==> src/rtl/cop0_pkg.sv <==
package cop0_pkg;
    localparam int DATA_W  = 32;
    localparam int NUM_W   = 5;
    localparam int SEL_W   = 3;
    localparam int NREGS   = 1 << NUM_W;
    localparam int IRQ_W   = 6;
    localparam int IRQ_LSB = 10;

    localparam int ST_IE  = 0;
    localparam int ST_EXL = 1;
    localparam int ST_ERL = 2;
    localparam int ST_UM  = 4;
    localparam int DB_DM  = 30;
    localparam int LL_SHIFT = 4;
    localparam logic [DATA_W-1:0] IM_FIELD = 32'h0000_FF00;

    localparam logic [NUM_W-1:0] RN_RANDOM = 5'd1;
    localparam logic [NUM_W-1:0] RN_COUNT  = 5'd9;
    localparam logic [NUM_W-1:0] RN_ASIDHI = 5'd10;
    localparam logic [NUM_W-1:0] RN_STAT   = 5'd12;
    localparam logic [NUM_W-1:0] RN_CAUSE  = 5'd13;
    localparam logic [NUM_W-1:0] RN_CFG    = 5'd16;
    localparam logic [NUM_W-1:0] RN_LLA    = 5'd17;
    localparam logic [NUM_W-1:0] RN_DBG    = 5'd23;
    localparam logic [NUM_W-1:0] RN_TAG    = 5'd28;

    typedef struct packed {
        logic [DATA_W-1:0] keep;
        logic [DATA_W-1:0] wr;
    } mask_t;

    function automatic mask_t reg_mask(input logic [NUM_W-1:0] num);
        mask_t m;
        m.keep = '0;
        m.wr   = '0;
        case (num)
            5'd0:  begin m.keep = 32'h8000_0000; m.wr = 32'h0000_000F; end
            5'd2,
            5'd3:  m.wr = 32'h3FFF_FFFF;
            5'd4:  begin m.keep = 32'hFF00_0000; m.wr = 32'h00FF_FFF0; end
            5'd5:  m.wr = 32'h01FF_E000;
            5'd6:  m.wr = 32'h0000_000F;
            5'd10: m.wr = 32'hFFFF_F0FF;
            5'd11, 5'd14, 5'd18, 5'd24, 5'd30, 5'd31:
                   m.wr = 32'hFFFF_FFFF;
            5'd12: m.wr = 32'hFA78_FF01;
            5'd13: begin m.keep = 32'hB000_F87C; m.wr = 32'h00C0_0300; end
            5'd16: begin m.keep = 32'hFE17_FF80; m.wr = 32'h0000_0001; end
            5'd19: m.wr = 32'h40FF_0FF8;
            5'd23: begin m.keep = 32'h8C03_FC1F; m.wr = 32'h1330_0120; end
            5'd28: m.wr = 32'hFFFF_FCF6;
            default: ;
        endcase
        return m;
    endfunction
endpackage

==> src/rtl/cop0_addr_dec.sv <==
module cop0_addr_dec
    import cop0_pkg::*;
(
    input  logic [NUM_W-1:0] num,
    input  logic [SEL_W-1:0] sel,
    output logic             legal,
    output logic             alt
);
    logic alt_num;

    always_comb begin
        alt_num = (num == RN_CFG) || (num == RN_TAG);
        alt     = alt_num && (sel == SEL_W'(1));
        legal   = (sel == '0) || alt;
    end
endmodule

==> src/rtl/cop0_wr_merge.sv <==
module cop0_wr_merge
    import cop0_pkg::*;
(
    input  logic [NUM_W-1:0]  num,
    input  logic [DATA_W-1:0] old_val,
    input  logic [DATA_W-1:0] new_data,
    output logic [DATA_W-1:0] merged
);
    mask_t m;

    always_comb begin
        m      = reg_mask(num);
        merged = (old_val & m.keep) | (new_data & m.wr);
    end
endmodule

==> src/rtl/cop0_event_unit.sv <==
module cop0_event_unit
    import cop0_pkg::*;
(
    input  logic              clk,
    input  logic              rst_n,
    input  logic              st_wr,
    input  logic              eh_wr,
    input  logic              dbg_wr,
    input  logic [DATA_W-1:0] st_old,
    input  logic [DATA_W-1:0] st_new,
    input  logic [DATA_W-1:0] wdata,
    input  logic [DATA_W-1:0] cause_q,
    input  logic [7:0]        asid_old,
    input  logic [7:0]        asid_new,
    output logic              irq_raise,
    output logic              irq_pend,
    output logic              tlb_flush,
    output logic              mode_user,
    output logic              mode_erl,
    output logic              mode_exl,
    output logic              mode_dbg
);
    logic raise_d;
    logic drop_d;
    logic flush_d;

    always_comb begin
        raise_d = st_wr && st_new[ST_IE] && !st_old[ST_IE]
                  && !wdata[ST_EXL] && !wdata[ST_ERL] && !mode_dbg
                  && |(st_new & cause_q & IM_FIELD);
        drop_d  = st_wr && !st_new[ST_IE] && st_old[ST_IE];
        flush_d = eh_wr && (asid_old != asid_new);
    end

    always_ff @(posedge clk) begin
        if (!rst_n) begin
            irq_raise <= 1'b0;
            irq_pend  <= 1'b0;
            tlb_flush <= 1'b0;
            mode_user <= 1'b0;
            mode_erl  <= 1'b1;
            mode_exl  <= 1'b0;
            mode_dbg  <= 1'b0;
        end else begin
            irq_raise <= raise_d;
            tlb_flush <= flush_d;
            if (raise_d)
                irq_pend <= 1'b1;
            else if (drop_d)
                irq_pend <= 1'b0;
            if (st_wr) begin
                mode_user <= wdata[ST_UM];
                mode_erl  <= wdata[ST_ERL];
                mode_exl  <= wdata[ST_EXL];
            end
            if (dbg_wr)
                mode_dbg <= wdata[DB_DM];
        end
    end
endmodule

==> src/rtl/cop0_regfile.sv <==
module cop0_regfile
    import cop0_pkg::*;
#(
    parameter logic [31:0] CFG1_VALUE = 32'h1E19_0C8A
) (
    input  logic        clk,
    input  logic        rst_n,
    input  logic        wr_en,
    input  logic [4:0]  wr_num,
    input  logic [2:0]  wr_sel,
    input  logic [31:0] wr_data,
    input  logic [4:0]  rd_num,
    input  logic [2:0]  rd_sel,
    output logic [31:0] rd_data,
    input  logic [5:0]  hw_irq,
    input  logic [31:0] random_in,
    input  logic [31:0] count_in,
    input  logic        ll_set,
    input  logic [31:0] ll_addr,
    output logic        irq_raise,
    output logic        irq_pend,
    output logic        tlb_flush,
    output logic        mode_user,
    output logic        mode_erl,
    output logic        mode_exl,
    output logic        mode_dbg
);
    logic [DATA_W-1:0] regs [NREGS];
    logic [DATA_W-1:0] datalo_q;

    logic              wr_legal, wr_alt, rd_legal, rd_alt;
    logic              wr_main;
    logic [DATA_W-1:0] merged;
    logic [DATA_W-1:0] cause_base;
    logic [DATA_W-1:0] cause_next;
    logic              st_wr, eh_wr, dbg_wr;

    cop0_addr_dec u_wdec (.num(wr_num), .sel(wr_sel), .legal(wr_legal), .alt(wr_alt));
    cop0_addr_dec u_rdec (.num(rd_num), .sel(rd_sel), .legal(rd_legal), .alt(rd_alt));

    cop0_wr_merge u_merge (
        .num      (wr_num),
        .old_val  (regs[wr_num]),
        .new_data (wr_data),
        .merged   (merged)
    );

    always_comb begin
        wr_main = wr_en && wr_legal && !wr_alt;
        st_wr   = wr_main && (wr_num == RN_STAT);
        eh_wr   = wr_main && (wr_num == RN_ASIDHI);
        dbg_wr  = wr_main && (wr_num == RN_DBG);
        cause_base = (wr_main && (wr_num == RN_CAUSE)) ? merged : regs[RN_CAUSE];
        cause_next = cause_base;
        cause_next[IRQ_LSB +: IRQ_W] = hw_irq;
    end

    // One storage word per register number; special words get their own source.
    for (genvar i = 0; i < NREGS; i++) begin : g_reg
        if (i == int'(RN_CAUSE)) begin : g_cause
            always_ff @(posedge clk) begin
                if (!rst_n) regs[i] <= '0;
                else        regs[i] <= cause_next;
            end
        end else if (i == int'(RN_LLA)) begin : g_ll
            always_ff @(posedge clk) begin
                if (!rst_n)      regs[i] <= '0;
                else if (ll_set) regs[i] <= ll_addr;
            end
        end else begin : g_plain
            always_ff @(posedge clk) begin
                if (!rst_n)
                    regs[i] <= '0;
                else if (wr_main && (wr_num == NUM_W'(i)))
                    regs[i] <= merged;
            end
        end
    end

    always_ff @(posedge clk) begin
        if (!rst_n)
            datalo_q <= '0;
        else if (wr_en && wr_alt && (wr_num == RN_TAG))
            datalo_q <= wr_data;
    end

    cop0_event_unit u_evt (
        .clk       (clk),
        .rst_n     (rst_n),
        .st_wr     (st_wr),
        .eh_wr     (eh_wr),
        .dbg_wr    (dbg_wr),
        .st_old    (regs[RN_STAT]),
        .st_new    (merged),
        .wdata     (wr_data),
        .cause_q   (regs[RN_CAUSE]),
        .asid_old  (regs[RN_ASIDHI][7:0]),
        .asid_new  (merged[7:0]),
        .irq_raise (irq_raise),
        .irq_pend  (irq_pend),
        .tlb_flush (tlb_flush),
        .mode_user (mode_user),
        .mode_erl  (mode_erl),
        .mode_exl  (mode_exl),
        .mode_dbg  (mode_dbg)
    );

    always_comb begin
        rd_data = '0;
        if (rd_legal) begin
            if (rd_alt) begin
                rd_data = (rd_num == RN_CFG) ? CFG1_VALUE : datalo_q;
            end else begin
                unique case (rd_num)
                    RN_RANDOM: rd_data = random_in;
                    RN_COUNT:  rd_data = count_in;
                    RN_STAT: begin
                        rd_data = regs[RN_STAT];
                        rd_data[ST_UM]  = rd_data[ST_UM]  | mode_user;
                        rd_data[ST_ERL] = rd_data[ST_ERL] | mode_erl;
                        rd_data[ST_EXL] = rd_data[ST_EXL] | mode_exl;
                    end
                    RN_LLA:    rd_data = regs[RN_LLA] >> LL_SHIFT;
                    RN_DBG: begin
                        rd_data = regs[RN_DBG];
                        rd_data[DB_DM] = rd_data[DB_DM] | mode_dbg;
                    end
                    default:   rd_data = regs[rd_num];
                endcase
            end
        end
    end
endmodule

==> config.mk <==
export PLATFORM = sky130hd
export DESIGN_NAME = cop0_regfile
export DESIGN_NICKNAME = d
export VERILOG_FILES = /design/src/rtl/cop0_pkg.sv /design/src/rtl/cop0_addr_dec.sv /design/src/rtl/cop0_wr_merge.sv /design/src/rtl/cop0_event_unit.sv /design/src/rtl/cop0_regfile.sv
export SDC_FILE = /design/constraint.sdc
export NUM_CORES = 2
export LEC_CHECK = 0
export BUFFER_PORTS_ARGS = -buffer_cell sky130_fd_sc_hd__buf_2
export CAP_MARGIN = 10
export CORE_ASPECT_RATIO = 1.2
export CORE_MARGIN = 3
export CORE_UTILIZATION = 45
export DETAILED_ROUTE_END_ITERATION = 12
export PLACE_DENSITY = 0.71
export SYNTH_ARGS = -nofsm -noshare
export SYNTH_HDL_FRONTEND = slang
export SYNTH_SLANG_ARGS = --single-unit
==> constraint.sdc <==
create_clock -name clk -period 11.81 [get_ports clk]
set_clock_uncertainty 0.1 [all_clocks]
set_input_delay 1.181 -clock clk [delete_from_list [all_inputs] [get_ports clk]]
set_output_delay 1.181 -clock clk [all_outputs]
set_load 0.02 [all_outputs]
==> impl_summary.txt <==
----------------------------------------------------
[Power]
  Share of total power in the clock network ... 0.374
  Internal ... 6.483 mW
  Fraction of power spent switching nets ... 0.2419
  Peak ir drop on the vdd network ... 0.0001266 V
  Static Leakage ... 19.98 nW
  Relative contribution of sequential cells to total power ... 0.521
  Overall Power ... 8.551 mW
  Net Sw Power ... 2.068 mW
  Logic gate share of total power ... 0.104
  PwrDens ... 152.8 nW/um^2

[Flow run]
  Number of max-cap violations ... 0

[Synthesis]
  Synth Flop Type ... sky130_fd_sc_hd__edfxtp_1
  Proportion of register bits with asynchronous set or reset after synthesis ... 0
  Synth Warn # ... 0
  Cell count after synthesis ... 2,905
  Number of synthesized register bits ... 1,063
  Number of enable-type register cells in the synthesized netlist ... 992
  Mean area per synthesized cell ... 16.52 um^2
  Sequential share of the synthesized area ... 0.6504
  Netlist area before placement ... 47,980 um^2
  Distinct cell type count after synthesis ... 74

[Routing]
  Final wirelength ... 161,800 um
  DRT iter0 DRCs ... 5,616
  Vias after detailed routing ... 31,640
  Via/cell ratio ... 6.273
  Remaining design rule violation count ... 0
  Average wire length per cell after detail routing ... 32.07 um
  Post-DRT Antenna Nets ... 0
  First-pass detailed-route iteration total ... 9

[Worst setup path]
  Required time of the worst setup path ... 10,530 ps
  Reg2reg path depth ... 5
  Element type at the critical path start ... input pin
  Worst Path Max Fanout ... 65
  Reg2Reg Capture Point ... regs[14][16]
  Critical R2R Launch ... regs[17][16]
  Critical Path End Type ... primary output
  Arrival time at the worst endpoint ... 5230 ps
  Startpoint-to-endpoint class of the critical path ... input pin to primary output
  R2R Setup Slk ... 8650 ps

[Hold path]
  Worst Hold Path Cells ... 1
  Worst hold endpoint ... regs[13][30]
  Class of the tightest hold or removal check ... flop to flop
  Origin of the worst min-delay path ... regs[13][30]

[Global routing]
  Remaining global-route overflow ... 0
  Global-route wire length before repair ... 226,800 um
  Antenna violations before repair ... 8
  Via count of the first global-routing pass ... 31,080
  Pin count of the biggest net entering global routing ... 159
  Total routing resource utilization after global routing ... 0.2906

[Floorplanning]
  Starting utilization of the core area ... 0.4560
  Core Area ... 105,200 um^2
  Die span in y ... 363.7 um
  Die area ... 110,600 um^2
  Number of top-level design ports ... 193
  Placement row count ... 130
  Horizontal die dimension ... 304.1 um

[Final layout]
  NumNets Final ... 3,719
  Count of filler cells inserted in the layout ... 8,333
  Synthesis-to-layout area growth ... 16.64%
  Fraction of final layout cells sized beyond drive strength 1 ... 0.2557
  Final Util ... 0.5318

[Placed design]
  Weighted congestion at the end of routability-driven global placement ... 0.9734
  Half-perimeter wire length of the detailed placement result ... 104,500 um
  IO Port Bufs ... 192

[Timing]
  Final worst-path cycle share ... 0.5516
  Final number of hold-violating endpoints ... 0
  Final worst path period need ... 6514 ps
  RSZ-0062 raised after global routing ... no
  Peak Freq ... 153.5 MHz
  Number of pins exceeding their max-slew limit in the final report ... 0
  Max_slew headroom ... 0.09882
  Pin slew with the least headroom to its limit ... 1352 ps
  Total Negative Setup Slacks ... 0 ps
  Setup violators final ... 0

[CTS]
  Number of clock sinks ... 1,063
  Setup fix buffers added after clock tree synthesis ... 0
  CTS-repair resized insts ... 0
  Bufs on Longest Clock Path ... 3
  H-tree depth reported by CTS ... 3
  Clock root buffer master ... sky130_fd_sc_hd__clkbuf_16
  CTS buffer count ... 100
  Reg clk slew, reported paths ... 70 ps
  Clk_lat worst skew ... 720 ps
  # hold bufs at CTS ... 0
  CTS tree ... built

[Run status]
  Status ... finished clean

----------------------------------------------------
## Yosys cell counts (all sizes together), types with 3 or more instances
| library cell | n | area, um^2 |
|---|---|---|
| edfxtp | 992 | 29790 |
| nor2 | 473 | 1775 |
| mux4 | 412 | 9279 |
| clkbuf | 146 | 549.3 |
| nand2 | 128 | 480.5 |
| buf | 108 | 579.3 |
| dfxtp | 71 | 1421 |
| o21ai | 66 | 330.3 |
| a21oi | 58 | 305.3 |
| a22oi | 46 | 387.9 |
| mux2i | 45 | 450.4 |
| and2 | 38 | 237.7 |
| a21boi | 36 | 270.3 |
| and3 | 34 | 212.7 |
| nand3 | 33 | 165.2 |
| a221oi | 21 | 190.2 |
| a222oi | 17 | 170.2 |
| a31o | 16 | 140.1 |
| o211a | 15 | 150.1 |
| nand2b | 11 | 68.82 |
| nor2b | 11 | 68.82 |
| inv | 10 | 37.53 |
| nor4 | 9 | 62.56 |
| xnor2 | 9 | 78.83 |
| nand4 | 8 | 50.05 |
| nor3 | 8 | 40.04 |
| or2 | 7 | 43.79 |
| o21a | 6 | 45.04 |
| a22o | 5 | 43.79 |
| o31ai | 5 | 37.54 |
| a211oi | 4 | 30.03 |
| mux2 | 4 | 45.04 |
| o2111ai | 4 | 35.03 |
| o221ai | 4 | 35.03 |
| o22ai | 4 | 25.02 |
| a31oi | 3 | 18.77 |
| a32oi | 3 | 26.28 |
| nand3b | 3 | 22.52 |
| nor3b | 3 | 22.52 |
## final cells by class
cell class | instances | area [um^2] | share of cell area
antenna | 9 | 22.52 | 0.0004024
clock buffer | 141 | 2750 | 0.04914
clock inverter | 45 | 452.9 | 0.008093
inverter | 10 | 37.54 | 0.0006707
multi-input combinational | 2099 | 18000 | 0.3217
sequential | 1063 | 31210 | 0.5576
tap | 1386 | 1734 | 0.03099
timing repair buffer | 291 | 1757 | 0.03139
## routing by layer
| layer | wire (um) | track usage | up-vias |
|---|---|---|---|
| li1 | - | - | 12410 |
| met1 | 54110 | 0.3772 | 15910 |
| met2 | 72570 | 0.4369 | 2782 |
| met3 | 24540 | 0.08698 | 539 |
| met4 | 10460 | 0.1684 | 2 |
| met5 | 92 | 0.01120 | - |
## worst max-delay path: stages
cell                      delay (ps)
sky130_fd_sc_hd__buf_8           510
sky130_fd_sc_hd__buf_4           810
sky130_fd_sc_hd__buf_4           900
sky130_fd_sc_hd__mux4_2          600
sky130_fd_sc_hd__mux4_2          470
sky130_fd_sc_hd__mux2i_1         210
sky130_fd_sc_hd__o21ai_0         110
sky130_fd_sc_hd__o211a_1         210
sky130_fd_sc_hd__buf_2           170
## through the flow
step | hold WS [ps] | area [um^2] | setup slack, ps | instances
6_report | 369.6 | 55970 | 5296 | 5044
5_1_grt | 385.0 | 55950 | 4885 | 5036
4_1_cts | 360.2 | 55940 | 5145 | 5035
3_5_place_dp | 341.5 | 52740 | 5146 | 4849
3_3_place_gp | 336.7 | 52740 | 5168 | 4849
2_1_floorplan | 324.1 | 49940 | 6612 | 3426
## cell families after synthesis
kind of cell,Yosys count,synth area share
multiplexers,461,0.2037
AND/OR/NAND/NOR,775,0.06934
AO/OA/AOI/OAI,332,0.05051
other,1,0.00007815
flip-flops,1063,0.6504
XOR/XNOR,9,0.001643
buffers and inverters,264,0.02430
## flip-flops by register name, summed over array words and instances (netlist names)
signal / count
u_evt.mode_user: 1
u_evt.mode_dbg: 1
datalo_q: 32
u_evt.irq_raise: 1
u_evt.tlb_flush: 1
u_evt.irq_pend: 1
regs: 1024
u_evt.mode_exl: 1
u_evt.mode_erl: 1
## worst max-delay path by stage
stage / from / to / slack [ps] / cells past startpoint
after floorplan: wr_num[4] / regs[24][0] / 6610 / 6
after global placement: rd_num[0] / rd_data[11] / 5170 / 9
after detailed placement: rd_num[0] / rd_data[11] / 5150 / 9
after CTS: rd_num[0] / rd_data[11] / 5140 / 9
after global routing: rd_num[0] / rd_data[11] / 4890 / 9
final: rd_num[0] / rd_data[11] / 5300 / 9
## cells in the final DEF, fill, tap and decap left out, types with 15 or more instances in the layout
master                      instances
sky130_fd_sc_hd__clkinv_2          17
sky130_fd_sc_hd__clkbuf_1          35
sky130_fd_sc_hd__a22oi_1           41
sky130_fd_sc_hd__nand2_1          126
sky130_fd_sc_hd__buf_2            185
sky130_fd_sc_hd__edfxtp_1         992
sky130_fd_sc_hd__a222oi_1          17
sky130_fd_sc_hd__clkbuf_16        103
sky130_fd_sc_hd__a21oi_1           53
sky130_fd_sc_hd__a221oi_1          19
sky130_fd_sc_hd__a31o_2            15
sky130_fd_sc_hd__o21ai_0           37
sky130_fd_sc_hd__and3_1            34
sky130_fd_sc_hd__and2_1            38
sky130_fd_sc_hd__conb_1           522
sky130_fd_sc_hd__mux4_2           412
sky130_fd_sc_hd__mux2i_1           45
sky130_fd_sc_hd__nor2_1           471
sky130_fd_sc_hd__a21boi_0          34
sky130_fd_sc_hd__dfxtp_1           71
sky130_fd_sc_hd__o21ai_4           28
sky130_fd_sc_hd__o211a_1           15
sky130_fd_sc_hd__buf_4            101
sky130_fd_sc_hd__nand3_1           32
## power groups by stage
stage	Combinational (mW)	Sequential (mW)	Clock (mW)
finish	0.891	4.46	3.20
global route	0.921	4.47	3.37
CTS	0.866	4.45	3.23
detailed placement	0.863	4.53	0
global placement	0.858	4.52	0
floorplan	0.546	4.48	0
Note: power is estimated with default switching activity, not from simulation.
